**src/rtl/shreg_pkg.sv**
```systemverilog
package shreg_pkg;

    typedef enum logic [3:0] {
        ST_IDLE,
        ST_DEV,
        ST_DEV_ACK,
        ST_PTR,
        ST_PTR_ACK,
        ST_WDATA,
        ST_WDATA_ACK,
        ST_RDATA,
        ST_RACK,
        ST_SKIP
    } tgt_state_e;

endpackage

```
**src/rtl/shreg_line_cond.sv**
```systemverilog
// Synchronizer followed by an agreement filter: the clean level only
// changes once FILT_LEN consecutive synchronized samples agree.
module shreg_line_cond #(
    parameter int SYNC_STAGES = 2,
    parameter int FILT_LEN    = 3
) (
    input  logic clk,
    input  logic rst_n,
    input  logic raw_i,
    output logic clean_o
);

    logic [SYNC_STAGES-1:0] sync_q;
    logic [FILT_LEN-1:0]    hist_q;
    logic                   clean_q;

    always_ff @(posedge clk or negedge rst_n) begin
        if (!rst_n) begin
            sync_q  <= '1;
            hist_q  <= '1;
            clean_q <= 1'b1;
        end else begin
            sync_q <= {sync_q[SYNC_STAGES-2:0], raw_i};
            hist_q <= {hist_q[FILT_LEN-2:0], sync_q[SYNC_STAGES-1]};
            if (&hist_q)
                clean_q <= 1'b1;
            else if (~|hist_q)
                clean_q <= 1'b0;
        end
    end

    assign clean_o = clean_q;

endmodule

```
**src/rtl/shreg_bus_events.sv**
```systemverilog
// Edge and bus-condition detector on the filtered lines.
module shreg_bus_events (
    input  logic clk,
    input  logic rst_n,
    input  logic scl_c,
    input  logic sda_c,
    output logic scl_rise,
    output logic scl_fall,
    output logic start_ev,
    output logic stop_ev
);

    logic scl_d, sda_d;

    always_ff @(posedge clk or negedge rst_n) begin
        if (!rst_n) begin
            scl_d <= 1'b1;
            sda_d <= 1'b1;
        end else begin
            scl_d <= scl_c;
            sda_d <= sda_c;
        end
    end

    assign scl_rise = scl_c & ~scl_d;
    assign scl_fall = ~scl_c & scl_d;
    assign start_ev = scl_c & scl_d & sda_d & ~sda_c;
    assign stop_ev  = scl_c & scl_d & ~sda_d & sda_c;

endmodule

```
**src/rtl/shreg_i2c_target.sv**
```systemverilog
module shreg_i2c_target
    import shreg_pkg::*;
#(
    parameter logic [6:0] DEV_ADDR    = 7'b0010000,
    parameter int         DW          = 8,
    parameter int         SYNC_STAGES = 2,
    parameter int         FILT_LEN    = 3
) (
    input  logic          clk,
    input  logic          rst_n,
    input  logic          scl_i,
    input  logic          sda_i,
    output logic          sda_oe,
    output logic [DW-2:0] reg_addr,
    output logic [DW-1:0] reg_wdata,
    output logic          reg_we,
    output logic          reg_re,
    input  logic [DW-1:0] reg_rdata
);

    localparam int AW = DW - 1;
    localparam int CW = $clog2(DW + 1);
    localparam logic [CW-1:0] BITS = CW'(DW);

    // ---------------- line conditioning ----------------
    logic [1:0] raw_w, cln_w;
    assign raw_w = {scl_i, sda_i};

    for (genvar gi = 0; gi < 2; gi++) begin : g_line
        shreg_line_cond #(
            .SYNC_STAGES(SYNC_STAGES),
            .FILT_LEN   (FILT_LEN)
        ) u_cond (
            .clk    (clk),
            .rst_n  (rst_n),
            .raw_i  (raw_w[gi]),
            .clean_o(cln_w[gi])
        );
    end

    logic scl_c, sda_c;
    assign scl_c = cln_w[1];
    assign sda_c = cln_w[0];

    logic scl_rise, scl_fall, start_ev, stop_ev;

    shreg_bus_events u_ev (
        .clk     (clk),
        .rst_n   (rst_n),
        .scl_c   (scl_c),
        .sda_c   (sda_c),
        .scl_rise(scl_rise),
        .scl_fall(scl_fall),
        .start_ev(start_ev),
        .stop_ev (stop_ev)
    );

    // ---------------- state ----------------
    tgt_state_e    st, st_nx;
    logic [CW-1:0] bit_cnt;
    logic [DW-1:0] sh_q, tx_q, wdata_q;
    logic [AW-1:0] ptr_q, addr_q;
    logic          blk_q, first_q, rd_q, mack_q, ack_q, we_q, re_q;

    logic byte_done, dev_hit;
    assign byte_done = (bit_cnt == BITS);
    assign dev_hit   = (sh_q[DW-1:1] == DEV_ADDR);

    always_ff @(posedge clk or negedge rst_n) begin
        if (!rst_n) st <= ST_IDLE;
        else        st <= st_nx;
    end

    always_comb begin
        st_nx = st;
        if (stop_ev)
            st_nx = ST_IDLE;
        else if (start_ev)
            st_nx = ST_DEV;
        else begin
            unique case (st)
                ST_IDLE:      st_nx = ST_IDLE;
                ST_DEV:       if (scl_fall && byte_done) st_nx = dev_hit ? ST_DEV_ACK : ST_SKIP;
                ST_DEV_ACK:   if (scl_fall) st_nx = rd_q ? ST_RDATA : ST_PTR;
                ST_PTR:       if (scl_fall && byte_done) st_nx = ST_PTR_ACK;
                ST_PTR_ACK:   if (scl_fall) st_nx = ST_WDATA;
                ST_WDATA:     if (scl_fall && byte_done) st_nx = ST_WDATA_ACK;
                ST_WDATA_ACK: if (scl_fall) st_nx = ST_WDATA;
                ST_RDATA:     if (scl_fall && byte_done) st_nx = ST_RACK;
                ST_RACK:      if (scl_fall) st_nx = mack_q ? ST_RDATA : ST_SKIP;
                ST_SKIP:      st_nx = ST_SKIP;
                default:      st_nx = ST_IDLE;
            endcase
        end
    end

    // ---------------- datapath and outputs ----------------
    always_ff @(posedge clk or negedge rst_n) begin
        if (!rst_n) begin
            bit_cnt <= '0;
            sh_q    <= '0;
            tx_q    <= '1;
            wdata_q <= '0;
            ptr_q   <= '0;
            addr_q  <= '0;
            blk_q   <= 1'b0;
            first_q <= 1'b0;
            rd_q    <= 1'b0;
            mack_q  <= 1'b0;
            ack_q   <= 1'b0;
            we_q    <= 1'b0;
            re_q    <= 1'b0;
        end else begin
            we_q <= 1'b0;
            re_q <= 1'b0;
            if (stop_ev || start_ev) begin
                bit_cnt <= '0;
                ack_q   <= 1'b0;
            end else begin
                unique case (st)
                    ST_DEV, ST_PTR, ST_WDATA: begin
                        if (scl_rise) begin
                            sh_q    <= {sh_q[DW-2:0], sda_c};
                            bit_cnt <= bit_cnt + 1'b1;
                        end
                        if (scl_fall && byte_done) begin
                            bit_cnt <= '0;
                            if (st == ST_DEV) begin
                                rd_q <= sh_q[0];
                                if (dev_hit) begin
                                    ack_q <= 1'b1;
                                    if (sh_q[0]) begin
                                        re_q   <= 1'b1;
                                        addr_q <= ptr_q;
                                    end
                                end
                            end else if (st == ST_PTR) begin
                                blk_q   <= sh_q[DW-1];
                                ptr_q   <= sh_q[AW-1:0];
                                ack_q   <= 1'b1;
                                first_q <= 1'b1;
                            end else begin
                                first_q <= 1'b0;
                                if (blk_q || first_q) begin
                                    ack_q   <= 1'b1;
                                    we_q    <= 1'b1;
                                    addr_q  <= ptr_q;
                                    wdata_q <= sh_q;
                                    if (blk_q) ptr_q <= ptr_q + 1'b1;
                                end
                            end
                        end
                    end
                    ST_DEV_ACK, ST_PTR_ACK, ST_WDATA_ACK: begin
                        if (scl_fall) ack_q <= 1'b0;
                    end
                    ST_RDATA: begin
                        if (scl_rise) bit_cnt <= bit_cnt + 1'b1;
                        if (scl_fall) begin
                            if (byte_done) begin
                                bit_cnt <= '0;
                                if (blk_q) ptr_q <= ptr_q + 1'b1;
                            end else begin
                                tx_q <= {tx_q[DW-2:0], 1'b0};
                            end
                        end
                    end
                    ST_RACK: begin
                        if (scl_rise) mack_q <= ~sda_c;
                        if (scl_fall && mack_q) begin
                            re_q   <= 1'b1;
                            addr_q <= ptr_q;
                        end
                    end
                    default: ;
                endcase
            end
            if (re_q) tx_q <= reg_rdata;
        end
    end

    assign sda_oe    = ack_q | ((st == ST_RDATA) & ~tx_q[DW-1]);
    assign reg_addr  = addr_q;
    assign reg_wdata = wdata_q;
    assign reg_we    = we_q;
    assign reg_re    = re_q;

endmodule

```
**config.mk**
```make
export PLATFORM = sky130hd
export DESIGN_NAME = shreg_i2c_target
export DESIGN_NICKNAME = d
export VERILOG_FILES = /design/src/rtl/shreg_pkg.sv /design/src/rtl/shreg_line_cond.sv /design/src/rtl/shreg_bus_events.sv /design/src/rtl/shreg_i2c_target.sv
export SDC_FILE = /design/constraint.sdc
export NUM_CORES = 1
export LEC_CHECK = 0
export BUFFER_PORTS_ARGS = -buffer_cell sky130_fd_sc_hd__buf_2
export CAP_MARGIN = 30
export CORE_MARGIN = 2
export CORE_UTILIZATION = 53
export DETAILED_ROUTE_END_ITERATION = 12
export MAX_ROUTING_LAYER = met4
export PLACE_DENSITY = 0.87
export RECOVER_POWER = 50
export SETUP_SLACK_MARGIN = 0.5
export SYNTH_ARGS = -nofsm -noshare
export SYNTH_HDL_FRONTEND = slang
export SYNTH_HIERARCHICAL = 1
export SYNTH_SLANG_ARGS = --single-unit
```
**constraint.sdc**
```tcl
create_clock -name clk -period 2.2 [get_ports clk]
set_input_delay 0.11 -clock clk [delete_from_list [all_inputs] [get_ports clk]]
set_output_delay 0.11 -clock clk [all_outputs]
set_load 0.02 [all_outputs]
```
==> impl_metrics.ini <==
[outcome]
outcome = finished clean

[synth]
synth_area_um2 = 3240
synth_warnings = 6
ys_ff_latch = 67
ys_types = 55
synth_edf_count = 0
syn_inst = 288
async_reset_ff_frac = 1.00
yosysSeqAreaShare = 0.526
synth_area_per_cell_um2 = 11.2
syn_nets = 303
synth_flop_cell = dfrtp_1

[floorplanning]
die_h_um = 82.2
ios = 30
die_area_um2 = 6750
num_rows = 28
die_w_um = 82.2
placeableCoreArea_um2 = 5920
start_util = 0.547

[cts]
clock_latency_ps = 350
cts_max_path_buffers = 2
clk_pin_slew_worst_paths_ps = 70
clock-root-buffer = clkbuf_8
htreeDepth = 3
cts.sinks = 67
cts_tree = built
cts_buffers = 9

[finish]
antenna_cells = 0
num-fill-cells = 363
layout.cells.non_filler = 444
layout-drive-gt1-share = 0.415
nets = 379
syn_to_final_growth_pct = 33.2
stdcell_area_um2 = 4310

[routing]
drc_errors = 0
drtIter0Drc = 289
routedWlPerCell_um = 20.0
viasPerCell = 6.14
via_count = 2727
finalWirelength_mm = 8.88
drt_pass1_iterations = 5
antenna_left = 0

[power]
leakagePower_nw = 1.98
peakVddDrop_mv = 0.670
power_mw = 4.42
power.density_nw_per_um2 = 1020

[setup_path]
end_kind = flop
critical_path_class = reg2reg
crit_arrival_ps = 2200
worstPathMaxFanout = 8
critPathLaunchType = flop
required_ps = 2430

[timing]
clock.fmax_mhz = 508
relSlewSlack = 0.463
setup_viol = 0
finalSetupTns_ps = 0
rsz0062_at_grt = true
final_hold_viol_count = 0
report.final.slew_viol_count = 0
finalCriticalPeriod_ps = 1970
skew_ps = 9.41
period_share = 0.895
hold_ws_ps = 362
worstMarginPinSlew_ps = 806

[worst_hold_path]
hold_class = reg2reg

[global_route]
grt_pass1_wl_mm = 13.0
antenna_found_initial = 0
overflow = 0
grt_max_degree = 68
grt_pass1_vias = 2590
grt_usage = 0.271

[place]
portBuffers = 29
place_area_um2 = 3590
gp_congestion = 0.911
dpl.hpwl_mm = 4.86
dp.cells = 394

[job]
cap_viol_max_count = 0
metrics by stage:
step                 util  worst slack (ps)
floorplan               -               203
CTS                 0.700               322
detailed placement  0.606              49.8
global route        0.728               150
global placement    0.606               172
finish              0.728               231
cells by family (layout without fill, tap and decap cells):
group                      Yosys count  count (layout)  synth area share
and+or+nand+nor                     86              86             0.149
AOI/OAI and AO/OA                   71              71             0.161
DFF                                 67              67             0.526
muxes                               33              33             0.115
buffers and inverters               28             109            0.0363
adders and majority gates            3               3            0.0116
critical path, stage by stage, from the launching register on:
cell       delay, ps
dfrtp_1          480
nor4b_2          420
and3_1           340
o2111ai_4        250
mux2_4           360
state kept, by name, summed over array words and instances, names as in the netlist:
signal / count
tx_q: 8
st: 4
ack_q: 1
first_q: 1
reg_we: 1
g_line.u_cond/hist_q: 6
mack_q: 1
u_ev/scl_d: 1
reg_re: 1
blk_q: 1
reg_addr: 7
sh_q: 8
rd_q: 1
g_line.u_cond/sync_q: 4
u_ev/sda_d: 1
bit_cnt: 4
ptr_q: 7
g_line.u_cond/clean_o: 2
reg_wdata: 8
cells in the final DEF (no fill, tap or decap), types with 5 or more instances in the layout:
master	count
dfrtp_1	42
buf_4	29
nand2_1	20
clkbuf_1	20
dfstp_2	18
nor2_1	16
mux2_4	14
o21ai_1	13
buf_2	13
mux2_2	11
dlygate4sd3_1	11
inv_1	10
clkbuf_8	10
buf_6	10
o22a_1	9
mux2i_1	8
a21oi_2	7
o21ai_0	6
a21oi_1	6
nand3_1	5
nand4_1	5
cell type report:
cell class | count | area, µm² | share of cell area
Inverter | 11 | 41.3 | 0.00957
Tap cell | 75 | 93.8 | 0.0218
Clock buffer | 12 | 145 | 0.0337
Timing Repair Buffer | 82 | 588 | 0.136
Clock inverter | 4 | 73.8 | 0.0171
Multi-Input combinational cell | 193 | 1660 | 0.386
Sequential cell | 67 | 1710 | 0.396
timing repair:
item	CTS	global route
resized for setup	34	38
gates cloned	1	0
setup buffers	16	6
pin swaps	11	19
endpoints found under the hold margin	55	0
endpoints found under the setup margin	48	52
hold buffers	11	0
worst paths after layout:
path / slack (ps) / end / cells after the start / from
setup reg to reg: 230 / reg_addr[5] / 4 / st[0]
max in group asynchronous: 1170 / sh_q[5] / 3 / rst_n
min in group asynchronous: 480 / ptr_q[4] / 3 / rst_n
hold reg to reg: 360 / g_line[1].u_cond/sync_q[1] / 0 / g_line[1].u_cond/sync_q[0]
hold / removal: 360 / g_line[1].u_cond/sync_q[1] / 0 / g_line[1].u_cond/sync_q[0]
setup / recovery: 230 / reg_addr[5] / 4 / st[0]
synth_stat cells, types with 3 or more instances:
cell type / n / area share
a21oi_1: 13 / 0.020
ha_1: 3 / 0.012
o21ai_1: 4 / 0.0062
mux2i_1: 8 / 0.025
nand3_1: 7 / 0.011
dfstp_2: 22 / 0.18
nand4_1: 5 / 0.0097
clkbuf_1: 8 / 0.0093
inv_1: 11 / 0.013
nor2_1: 17 / 0.020
nor2b_1: 6 / 0.012
mux2_4: 3 / 0.014
nand2b_1: 3 / 0.0058
nand2_1: 21 / 0.024
dfrtp_1: 45 / 0.35
a31oi_1: 6 / 0.012
mux2_2: 22 / 0.077
o21ai_0: 16 / 0.025
and4_1: 3 / 0.0081
buf_2: 7 / 0.011
a211oi_1: 3 / 0.0070
o22a_1: 9 / 0.024
and4b_1: 4 / 0.012
nor3_1: 4 / 0.0062
metal layers:
layer  up-vias  part of all wire  global-route usage
met2       120              0.51               0.416
met1      1365              0.40               0.345
met4         0             0.033               0.127
met3        36             0.063              0.0587
li1       1206                 -                   -
met5         -                 0                   -
power breakdown:
part,switching [mW],internal (mW)
logic,0.844,0.744
registers,0.214,1.48
clock network,0.463,0.670
total,1.52,2.90
No activity file was read; power rests on OpenSTA's default activity.
